==> src/rtl/pim_pkg.sv <==
package pim_pkg;
  // Depth of the synchronizers on asynchronous inputs and on reset release
  localparam int SYNC_DEPTH = 2;

  // Number of readings in a window for a clamped selector
  function automatic int win_len(input int sel_log);
    return 1 << sel_log;
  endfunction
endpackage

==> src/rtl/pim_sync_edge.sv <==
module pim_sync_edge #(
  parameter int STAGES = pim_pkg::SYNC_DEPTH
) (
  input  logic clk,
  input  logic rst_n,
  input  logic async_in,
  output logic rise
);
  logic [STAGES-1:0] chain_q, chain_d;
  logic              prev_q, prev_d;

  always_comb begin
    chain_d = {chain_q[STAGES-2:0], async_in};
    prev_d  = chain_q[STAGES-1];
  end

  always_ff @(posedge clk or negedge rst_n) begin
    if (!rst_n) begin
      chain_q <= '0;
      prev_q  <= 1'b0;
    end else begin
      chain_q <= chain_d;
      prev_q  <= prev_d;
    end
  end

  assign rise = chain_q[STAGES-1] & ~prev_q;
endmodule

==> src/rtl/pim_count_stage.sv <==
module pim_count_stage #(
  parameter int W = 4
) (
  input  logic         clk,
  input  logic         rst_n,
  input  logic         ld,
  input  logic [W-1:0] ld_val,
  input  logic         inc,
  output logic [W-1:0] q
);
  logic [W-1:0] q_q, q_d;

  always_comb begin
    q_d = q_q;
    if (ld)
      q_d = ld_val;
    else if (inc)
      q_d = q_q + 1'b1;
  end

  always_ff @(posedge clk or negedge rst_n) begin
    if (!rst_n)
      q_q <= '0;
    else
      q_q <= q_d;
  end

  assign q = q_q;
endmodule

==> src/rtl/pim_phase_counter.sv <==
module pim_phase_counter #(
  parameter int NIBBLE_W = 4,
  parameter int N_STAGES = 2,
  parameter int DIV_LOG  = 4,
  localparam int CNT_W   = NIBBLE_W * N_STAGES
) (
  input  logic             clk,
  input  logic             rst_n,
  input  logic             pps_rise,
  input  logic             ref_rise,
  output logic             meas_stb,
  output logic [CNT_W-1:0] meas_val,
  output logic [CNT_W-1:0] cnt_live
);
  localparam logic [CNT_W-1:0] START_VAL = CNT_W'(1);

  logic [DIV_LOG-1:0] div_q, div_d;
  logic               run_q, run_d;
  logic               stb_q, stb_d;
  logic [CNT_W-1:0]   val_q, val_d;
  logic [CNT_W-1:0]   cnt;
  logic               tick, full, inc0;
  logic [N_STAGES-1:0] carry;

  // Divided reference edge: the rise that wraps the divider
  assign tick = ref_rise && (div_q == '1);
  assign full = &cnt;
  assign inc0 = run_q && !tick && !full && !pps_rise;

  assign carry[0] = inc0;
  for (genvar g = 0; g < N_STAGES; g++) begin : g_stage
    pim_count_stage #(.W(NIBBLE_W)) u_stage (
      .clk    (clk),
      .rst_n  (rst_n),
      .ld     (pps_rise),
      .ld_val (START_VAL[g*NIBBLE_W +: NIBBLE_W]),
      .inc    (carry[g]),
      .q      (cnt[g*NIBBLE_W +: NIBBLE_W])
    );
    if (g < N_STAGES - 1) begin : g_carry
      assign carry[g+1] = carry[g] & (&cnt[g*NIBBLE_W +: NIBBLE_W]);
    end
  end

  always_comb begin
    div_d = ref_rise ? div_q + 1'b1 : div_q;
    run_d = run_q;
    stb_d = 1'b0;
    val_d = val_q;
    if (pps_rise) begin
      run_d = 1'b1;
    end else if (run_q && tick) begin
      run_d = 1'b0;
      stb_d = 1'b1;
      val_d = cnt;
    end
  end

  always_ff @(posedge clk or negedge rst_n) begin
    if (!rst_n) begin
      div_q <= '0;
      run_q <= 1'b0;
      stb_q <= 1'b0;
      val_q <= '0;
    end else begin
      div_q <= div_d;
      run_q <= run_d;
      stb_q <= stb_d;
      val_q <= val_d;
    end
  end

  assign meas_stb = stb_q;
  assign meas_val = val_q;
  assign cnt_live = cnt;
endmodule

==> src/rtl/pim_window_accum.sv <==
module pim_window_accum #(
  parameter int CNT_W    = 8,
  parameter int ACC_W    = 16,
  parameter int SEL_W    = 3,
  parameter int MAX_SEL  = 6,
  parameter int NORM_LOG = 5,
  localparam int NW      = MAX_SEL + 1
) (
  input  logic             clk,
  input  logic             rst_n,
  input  logic             stb,
  input  logic [CNT_W-1:0] val,
  input  logic [SEL_W-1:0] sel,
  output logic             res_valid,
  output logic [ACC_W-1:0] res_value
);
  logic [ACC_W-1:0]   acc_q, acc_d, res_q, res_d, sum;
  logic [MAX_SEL-1:0] n_q, n_d;
  logic               vld_q, vld_d;
  logic [SEL_W-1:0]   sel_eff, sh;
  logic [NW-1:0]      n_next, target;
  logic               last;

  always_comb begin
    sel_eff = (sel > SEL_W'(MAX_SEL)) ? SEL_W'(MAX_SEL) : sel;
    sh      = (sel_eff > SEL_W'(NORM_LOG)) ? sel_eff - SEL_W'(NORM_LOG) : '0;
    n_next  = NW'(n_q) + NW'(1);
    target  = NW'(1) << sel_eff;
    last    = n_next >= target;
    sum     = acc_q + ACC_W'(val);
  end

  always_comb begin
    acc_d = acc_q;
    n_d   = n_q;
    res_d = res_q;
    vld_d = 1'b0;
    if (stb) begin
      if (last) begin
        res_d = sum >> sh;
        vld_d = 1'b1;
        acc_d = '0;
        n_d   = '0;
      end else begin
        acc_d = sum;
        n_d   = n_next[MAX_SEL-1:0];
      end
    end
  end

  always_ff @(posedge clk or negedge rst_n) begin
    if (!rst_n) begin
      acc_q <= '0;
      n_q   <= '0;
      res_q <= '0;
      vld_q <= 1'b0;
    end else begin
      acc_q <= acc_d;
      n_q   <= n_d;
      res_q <= res_d;
      vld_q <= vld_d;
    end
  end

  assign res_valid = vld_q;
  assign res_value = res_q;
endmodule

==> src/rtl/phase_interval_meter.sv <==
module phase_interval_meter #(
  parameter int NIBBLE_W    = 4,
  parameter int N_STAGES    = 2,
  parameter int DIV_LOG     = 4,
  parameter int SEL_W       = 3,
  parameter int MAX_SEL     = 6,
  parameter int NORM_LOG    = 5,
  parameter int ACC_W       = 16,
  parameter int SYS_DIV_LOG = 2,
  localparam int CNT_W      = NIBBLE_W * N_STAGES
) (
  input  logic             clk,
  input  logic             rst_n,
  input  logic             pps_in,
  input  logic             ref_in,
  input  logic [SEL_W-1:0] win_sel,
  input  logic             shift_en,
  output logic             sr_out,
  output logic             res_valid,
  output logic [ACC_W-1:0] res_value,
  output logic             sys_clk_out
);
  localparam int RS = pim_pkg::SYNC_DEPTH;

  logic [RS-1:0]          rst_q;
  logic                   rst_sync_n;
  logic                   pps_rise, ref_rise;
  logic                   meas_stb;
  logic [CNT_W-1:0]       meas_val, cnt_live;
  logic [CNT_W-1:0]       sr_q, sr_d;
  logic [SYS_DIV_LOG-1:0] sys_q, sys_d;

  // Reset asserted at once, released after RS clock edges
  always_ff @(posedge clk or negedge rst_n) begin
    if (!rst_n)
      rst_q <= '0;
    else
      rst_q <= {rst_q[RS-2:0], 1'b1};
  end
  assign rst_sync_n = rst_q[RS-1];

  pim_sync_edge u_pps_sync (
    .clk      (clk),
    .rst_n    (rst_sync_n),
    .async_in (pps_in),
    .rise     (pps_rise)
  );

  pim_sync_edge u_ref_sync (
    .clk      (clk),
    .rst_n    (rst_sync_n),
    .async_in (ref_in),
    .rise     (ref_rise)
  );

  pim_phase_counter #(
    .NIBBLE_W (NIBBLE_W),
    .N_STAGES (N_STAGES),
    .DIV_LOG  (DIV_LOG)
  ) u_phase (
    .clk      (clk),
    .rst_n    (rst_sync_n),
    .pps_rise (pps_rise),
    .ref_rise (ref_rise),
    .meas_stb (meas_stb),
    .meas_val (meas_val),
    .cnt_live (cnt_live)
  );

  pim_window_accum #(
    .CNT_W    (CNT_W),
    .ACC_W    (ACC_W),
    .SEL_W    (SEL_W),
    .MAX_SEL  (MAX_SEL),
    .NORM_LOG (NORM_LOG)
  ) u_accum (
    .clk       (clk),
    .rst_n     (rst_sync_n),
    .stb       (meas_stb),
    .val       (meas_val),
    .sel       (win_sel),
    .res_valid (res_valid),
    .res_value (res_value)
  );

  // Readout register: load on a new reading, else shift on request
  always_comb begin
    sr_d = sr_q;
    if (meas_stb)
      sr_d = meas_val;
    else if (shift_en)
      sr_d = {sr_q[CNT_W-2:0], 1'b0};
    sys_d = sys_q + 1'b1;
  end

  always_ff @(posedge clk or negedge rst_sync_n) begin
    if (!rst_sync_n) begin
      sr_q  <= '0;
      sys_q <= '0;
    end else begin
      sr_q  <= sr_d;
      sys_q <= sys_d;
    end
  end

  assign sr_out      = sr_q[CNT_W-1];
  assign sys_clk_out = sys_q[SYS_DIV_LOG-1];
endmodule

==> config.mk <==
export PLATFORM = sky130hd
export DESIGN_NAME = phase_interval_meter
export DESIGN_NICKNAME = d
export VERILOG_FILES = /design/src/rtl/pim_pkg.sv /design/src/rtl/pim_sync_edge.sv /design/src/rtl/pim_count_stage.sv /design/src/rtl/pim_phase_counter.sv /design/src/rtl/pim_window_accum.sv /design/src/rtl/phase_interval_meter.sv
export SDC_FILE = /design/constraint.sdc
export NUM_CORES = 1
export LEC_CHECK = 0
export ABC_AREA = 0
export BUFFER_PORTS_ARGS = -buffer_cell sky130_fd_sc_hd__clkbuf_2
export CORE_ASPECT_RATIO = 1.4
export CORE_MARGIN = 1.5
export CORE_UTILIZATION = 45
export DETAILED_ROUTE_END_ITERATION = 8
export HOLD_SLACK_MARGIN = 0.15
export PLACE_DENSITY_LB_ADDON = 0.05
export RECOVER_POWER = 50
export SETUP_SLACK_MARGIN = 0.3
export SLEW_MARGIN = 20
export SYNTH_ARGS = -nofsm -noshare
export SYNTH_HDL_FRONTEND = slang
export SYNTH_HIERARCHICAL = 1
export SYNTH_SLANG_ARGS = --single-unit
export TNS_END_PERCENT = 50
==> constraint.sdc <==
create_clock -name clk -period 2.6 [get_ports clk]
set_clock_uncertainty 0.1 [all_clocks]
set_input_delay 0.78 -clock clk [delete_from_list [all_inputs] [get_ports clk]]
set_output_delay 0.78 -clock clk [all_outputs]
set_load 0.01 [all_outputs]
# ---- Word-level counts from Yosys, hierarchy flattened
# Cells that the tools add are included.
# W data, S select, Z words.
dict set report word_totals {
  regBits 79
  elab_cells 68
  output_inout_bits 19
  input_bits 8
}
dict set report op_classes {
  bitwise_logic 6
  order_cmp 3
  n_mux 16
  addsub 7
  n_reduce_logical 16
  n_shift 2
  n_eq_ne 1
}
# operator n
set op_table {}
lappend op_table {{$add A16 B8 Y16} 1}
lappend op_table {{$mux W16} 1}
lappend op_table {{$mux W4} 4}
lappend op_table {{$mux W8} 2}
lappend op_table {{$shr A16 B3 Y16} 1}
lappend op_table {{$add A4 B1 Y4 const B} 3}
lappend op_table {{$reduce_and A8 Y1} 1}
lappend op_table {{$reduce_bool A2 Y1} 4}
lappend op_table {{$add A6 B1 Y7 const B} 1}
lappend op_table {{$ge A7 B7 Y1} 1}
lappend op_table {{$shl A1 B3 Y7 const A} 1}
lappend op_table {{$gt A3 B3 Y1 const B} 2}
lappend op_table {{$mux W1} 6}
lappend op_table {{$mux W3} 2}
lappend op_table {{$mux W6} 1}
lappend op_table {{$logic_and A1 B1 Y1} 5}
lappend op_table {{$eq A4 B4 Y1 const B} 1}
lappend op_table {{$reduce_and A2 Y1} 2}
lappend op_table {{$reduce_and A4 Y1} 1}
lappend op_table {{$and A1 B1 Y1} 3}
lappend op_table {{$logic_not A1 Y1} 3}
lappend op_table {{$not A1 Y1} 3}
lappend op_table {{$sub A3 B3 Y3 const B} 1}
lappend op_table {{$add A2 B1 Y2 const B} 1}

# ---- Depth between registers and ports, before layout
dict set report logic_depth {
  ltp_word 10
  ltp_mapped 11
}

# ---- Hierarchy
# The synthesis kept the hierarchy.
# module area_per_inst_um2 cells_each instances
set by_module_without_submodules {}
lappend by_module_without_submodules {pim_window_accum 2548.7 278 1}
lappend by_module_without_submodules {pim_phase_counter 588.1 41 1}
lappend by_module_without_submodules {phase_interval_meter 485.5 41 1}
lappend by_module_without_submodules {pim_count_stage 202.7 18 2}
lappend by_module_without_submodules {pim_sync_edge 88.8 4 2}

# ---- Worst setup path after synthesis
# Ideal clock, no wire load.
dict set report synth_timing {
  path_kind {input port to flip-flop}
  start {input win_sel[1]}
  end {register u_accum.acc_q[1]}
  arrival_ps 2988
  slack_ps -570
  n_path_buf 2
  t_required_ps 2417
  cell_stages 10
  cell_sequence {and2_1 clkinv_1 buf_1 ha_1 and3_1 a311o_1 or2_1 buf_6 or3_1 o21ai_0}
}
dict set report synth_via {
  elab_chain_len 5
}
# element line
set synth_lines {}
lappend synth_lines {{start, declared} phase_interval_meter.sv:16} ;# input logic [SEL_W-1:0] win_sel,
lappend synth_lines {{$gt A3 B3 Y1} pim_window_accum.sv:25} ;# sel_eff = (sel > SEL_W'(MAX_SEL)) ? SEL_W'(MAX_SEL) : sel;
lappend synth_lines {{$mux W3 (*)} pim_window_accum.sv:25}
lappend synth_lines {{$shl A1 B3 Y7 (*)} pim_window_accum.sv:28} ;# target = NW'(1) << sel_eff;
lappend synth_lines {{$ge A7 B7 Y1 (*)} pim_window_accum.sv:29} ;# last = n_next >= target;
lappend synth_lines {{$mux W16 (*)} pim_window_accum.sv:39} ;# if (last) begin
lappend synth_lines {{end signal, assigned} pim_window_accum.sv:53} ;# acc_q <= '0;
lappend synth_lines {{end signal, assigned} pim_window_accum.sv:58} ;# acc_q <= acc_d;
lappend synth_lines {{end, declared} pim_window_accum.sv:17} ;# logic [ACC_W-1:0] acc_q, acc_d, res_q, res_d, sum;
# Every way passes the cells marked *; elsewhere a longest branch is shown, timed or not.
# A chain may end at the register's enable or synchronous reset.

# ---- Final worst setup path
dict set report layout_timing {
  start {register u_accum.n_q[0]}
  end {register u_accum.acc_q[8]}
}
dict set report layout_via {
  elab_chain_len 3
}
# element line
set layout_lines {}
lappend layout_lines {{start, declared} pim_window_accum.sv:18} ;# logic [MAX_SEL-1:0] n_q, n_d;
lappend layout_lines {{start signal, assigned} pim_window_accum.sv:59} ;# n_q <= n_d;
lappend layout_lines {{$add A6 B1 Y7} pim_window_accum.sv:27} ;# n_next = NW'(n_q) + NW'(1);
lappend layout_lines {{$ge A7 B7 Y1} pim_window_accum.sv:29}
lappend layout_lines {{$mux W16} pim_window_accum.sv:39}
# Every way passes these cells.

==> metrics <==
Longest Clk Path Bufs=2; NumNets Final=510; final wirelength=9.20 mm; VDD IR max=573 uV; failing checks=max-capacitance violations, max-slew violations, negative setup slack; worst skew pair latency=0.34 ns; Die Span Y=117 um; crit-path max FO=7; DR vias=3204; P_leak=2.48 nW; DIE WIDTH=84.7 um; fin util=59.9%; share of the synthesized area in the top cell type=47.0%; io pins=27; Mapped Area=4210 um2; drt via density=5.39; post-synthesis sequential area ratio=47.0%; hold path startpoint=u_ref_sync/chain_q[0]; dpl cells=569; drt drc=0; Pins Over Slew Limit=39; gr usage total=19.8%; hold path depth=0; Required @ worst endpoint=2.75 ns; Final HPWL DP=6.59 mm; Rel. slew slack=-0.379%; share of cells above drive strength 1=33.7%; R2R Path End=u_accum/acc_q[8]; H-tree level count=3; Core Rows=41; 1st-iter DRT viols=134; root buffer cell=clkbuf_16; Overflow after GRT=0; EDFF count, synth=0; Routed Antenna Nets=0; Final WS setup=-0.0528 ns; initial antenna violation count=0; crit path DAT=2.80 ns; worst setup path class=register to register; largest net degree at the start of global routing=39; Reg2Reg Depth=9; full die area=9940 um2; clock transition at the registers of the reported paths=0.06 ns; Final Hold Viols=0; cell type with the largest total area after synthesis=dfrtp_1; Max-Cap Viols=1; Unique masters post-synth=62; CTS tree=done; area grow syn2layout=28.6%; CP Capture Type=register; ys flop type=dfrtp_1; Non-Filler Instances=594; post-synthesis register bit count=79; Final min period=2.65 ns; Post-synth ARST share=100%; core area=9030 um2; clock buffer count from CTS=9; worst-margin pin slew=1.51 ns; clock sink total=79; Hold Path Class=register to register; status=complete, but fails checks; Final setup viols=7; Mapped Cells=404; Critical Path Start Type=register; period utilization=102%; ranking of synthesized cells by area=dfrtp_1, ha_1, nand2_1; Initial Util=46.6%; RSZ-0062 raised after global routing=yes; Fill cells=780; FF-to-FF setup slack=-0.05 ns; syn_area_per_cell=10.4 um2; vias in the first global route=3260; buffers added on ports=26; Ys Warns=6; GP Congestion=0.853; wire length of the first global-routing pass=15.6 mm; Hold Crit Endpoint=u_ref_sync/chain_q[1]; DR WL/cell=15.5 um; Reg-to-Reg Start=u_accum/n_q[0]; 1st-pass router iterations=6; Max Clk Rate=377 MHz; pwr dens=884 nW/um2; n_diodes=0
## logic make-up (layout without fill, tap and decap cells)
kind of cell             after synthesis  in the layout  synth area share, %
buffers and inverters                 31            108                 3.72
other                                  3              9                0.268
adder cells (fa/ha/maj)               20             20                 6.13
XOR/XNOR                              24             24                 5.00
AND/OR/NAND/NOR                      117            117                 14.7
multiplexers                          28             28                 7.02
AO/OA/AOI/OAI                        102            102                 16.1
flip-flops                            79             79                 47.0
## per-layer routing
| layer | routed length, um | GRT usage, % |
|---|---|---|
| met1 | 3880 | 22.6 |
| met2 | 4860 | 35.2 |
| met3 | 190 | 3.59 |
| met4 | 266 | 8.97 |
| met5 | 0 | 0 |
## critical path: stages (launching register included)
cell	delay, ns
dfrtp_2	0.43
and3_4	0.21
nand3_4	0.08
xnor2_2	0.16
ha_1	0.32
and3_1	0.17
a311o_1	0.38
or3_4	0.40
buf_8	0.15
o31ai_2	0.17
## power by group
group	leakage (nW)	switching, mW	internal, mW
combinational	1.31	0.909	0.828
clock	0.152	0.489	0.793
sequential	1.01	0.268	1.49
total	2.48	1.67	3.11
## registers in the layout (all words and copies together), names as in the netlist, 4 cells and up
register and cells:
u_accum/acc_q 16, u_phase/g_stage.u_stage/q 8, sr_q 8, u_accum/res_value 16, u_phase/div_q 4, u_phase/meas_val 8, u_accum/n_q 6
## placed cells by master (no fill, tap or decap), types with 12 or more instances in the layout
cell      synthesis  routed
ha_1             19      17
mux2i_1          16      15
inv_1            12      12
o21ai_1           9      23
nor2_1           14      12
dfrtp_1          79      78
nand2_1          47      44
o21ai_0          32      15
mux2_2           12      12
clkbuf_2          1      25
xnor2_1          18      16
buf_4             1      44
## per-stage QoR
stage	setup TNS (ns)	hold WS (ns)	setup WS (ns)	instance area, um2	total power [mW]
finish	-0.245	0.246	-0.0528	5410	4.78
global route	-4.64	0.254	-0.174	5410	5.09
CTS	-0.0888	0.224	-0.0299	5370	4.81
detailed placement	-13.00	0.218	-0.448	4800	3.33
global placement	-11.83	0.217	-0.414	4800	3.31
floorplan	-3.30	0.231	-0.273	4320	2.81
## Yosys cell counts, drive strengths merged, types with 2 or more instances
| cell | n |
|---|---|
| and2 | 4 |
| nor3 | 8 |
| buf | 11 |
| o31ai | 4 |
| clkbuf | 7 |
| nand3 | 11 |
| o21ai | 42 |
| and3 | 2 |
| or3 | 5 |
| nor2b | 4 |
| nor3b | 2 |
| o21a | 2 |
| xor2 | 6 |
| a21oi | 13 |
| mux2 | 12 |
| nor2 | 14 |
| o2bb2ai | 12 |
| a31oi | 3 |
| a211oi | 5 |
| conb | 3 |
| o211ai | 2 |
| nand2 | 47 |
| mux2i | 16 |
| a21o | 7 |
| inv | 12 |
| ha | 19 |
| nand3b | 3 |
| dfrtp | 79 |
| xnor2 | 18 |
| a22o | 5 |
| or2 | 4 |
| nand4 | 8 |
## worst max path at each step
stage | from | endpoint | slack [ns] | cells past startpoint
floorplan | win_sel[1] | u_accum/acc_q[1] | -0.27 | 9
global placement | win_sel[1] | u_accum/acc_q[9] | -0.41 | 9
detailed placement | win_sel[1] | u_accum/acc_q[9] | -0.45 | 9
CTS | u_accum/n_q[0] | u_accum/acc_q[8] | -0.03 | 9
global route | u_accum/n_q[0] | u_accum/acc_q[9] | -0.17 | 10
finish | u_accum/n_q[0] | u_accum/acc_q[8] | -0.05 | 9
## final cells by class
cell class,instances,area (um2),area share [%]
Clock buffer,11,253,4.67
Sequential cell,79,1980,36.6
Multi-Input combinational cell,300,2350,43.4
Inverter,13,53.8,0.995
Tap cell,107,134,2.48
Timing Repair Buffer,79,583,10.8
Clock inverter,5,56.3,1.04
## what timing repair did
item	4_1_cts	5_1_grt
pin swaps	17	7
hold buffers	1	0
gates resized for setup	45	10
hold endpoints to repair	2	0
buffers inserted	5	3
setup endpoints to repair	39	39
Note: power is estimated with default switching activity, not from simulation.
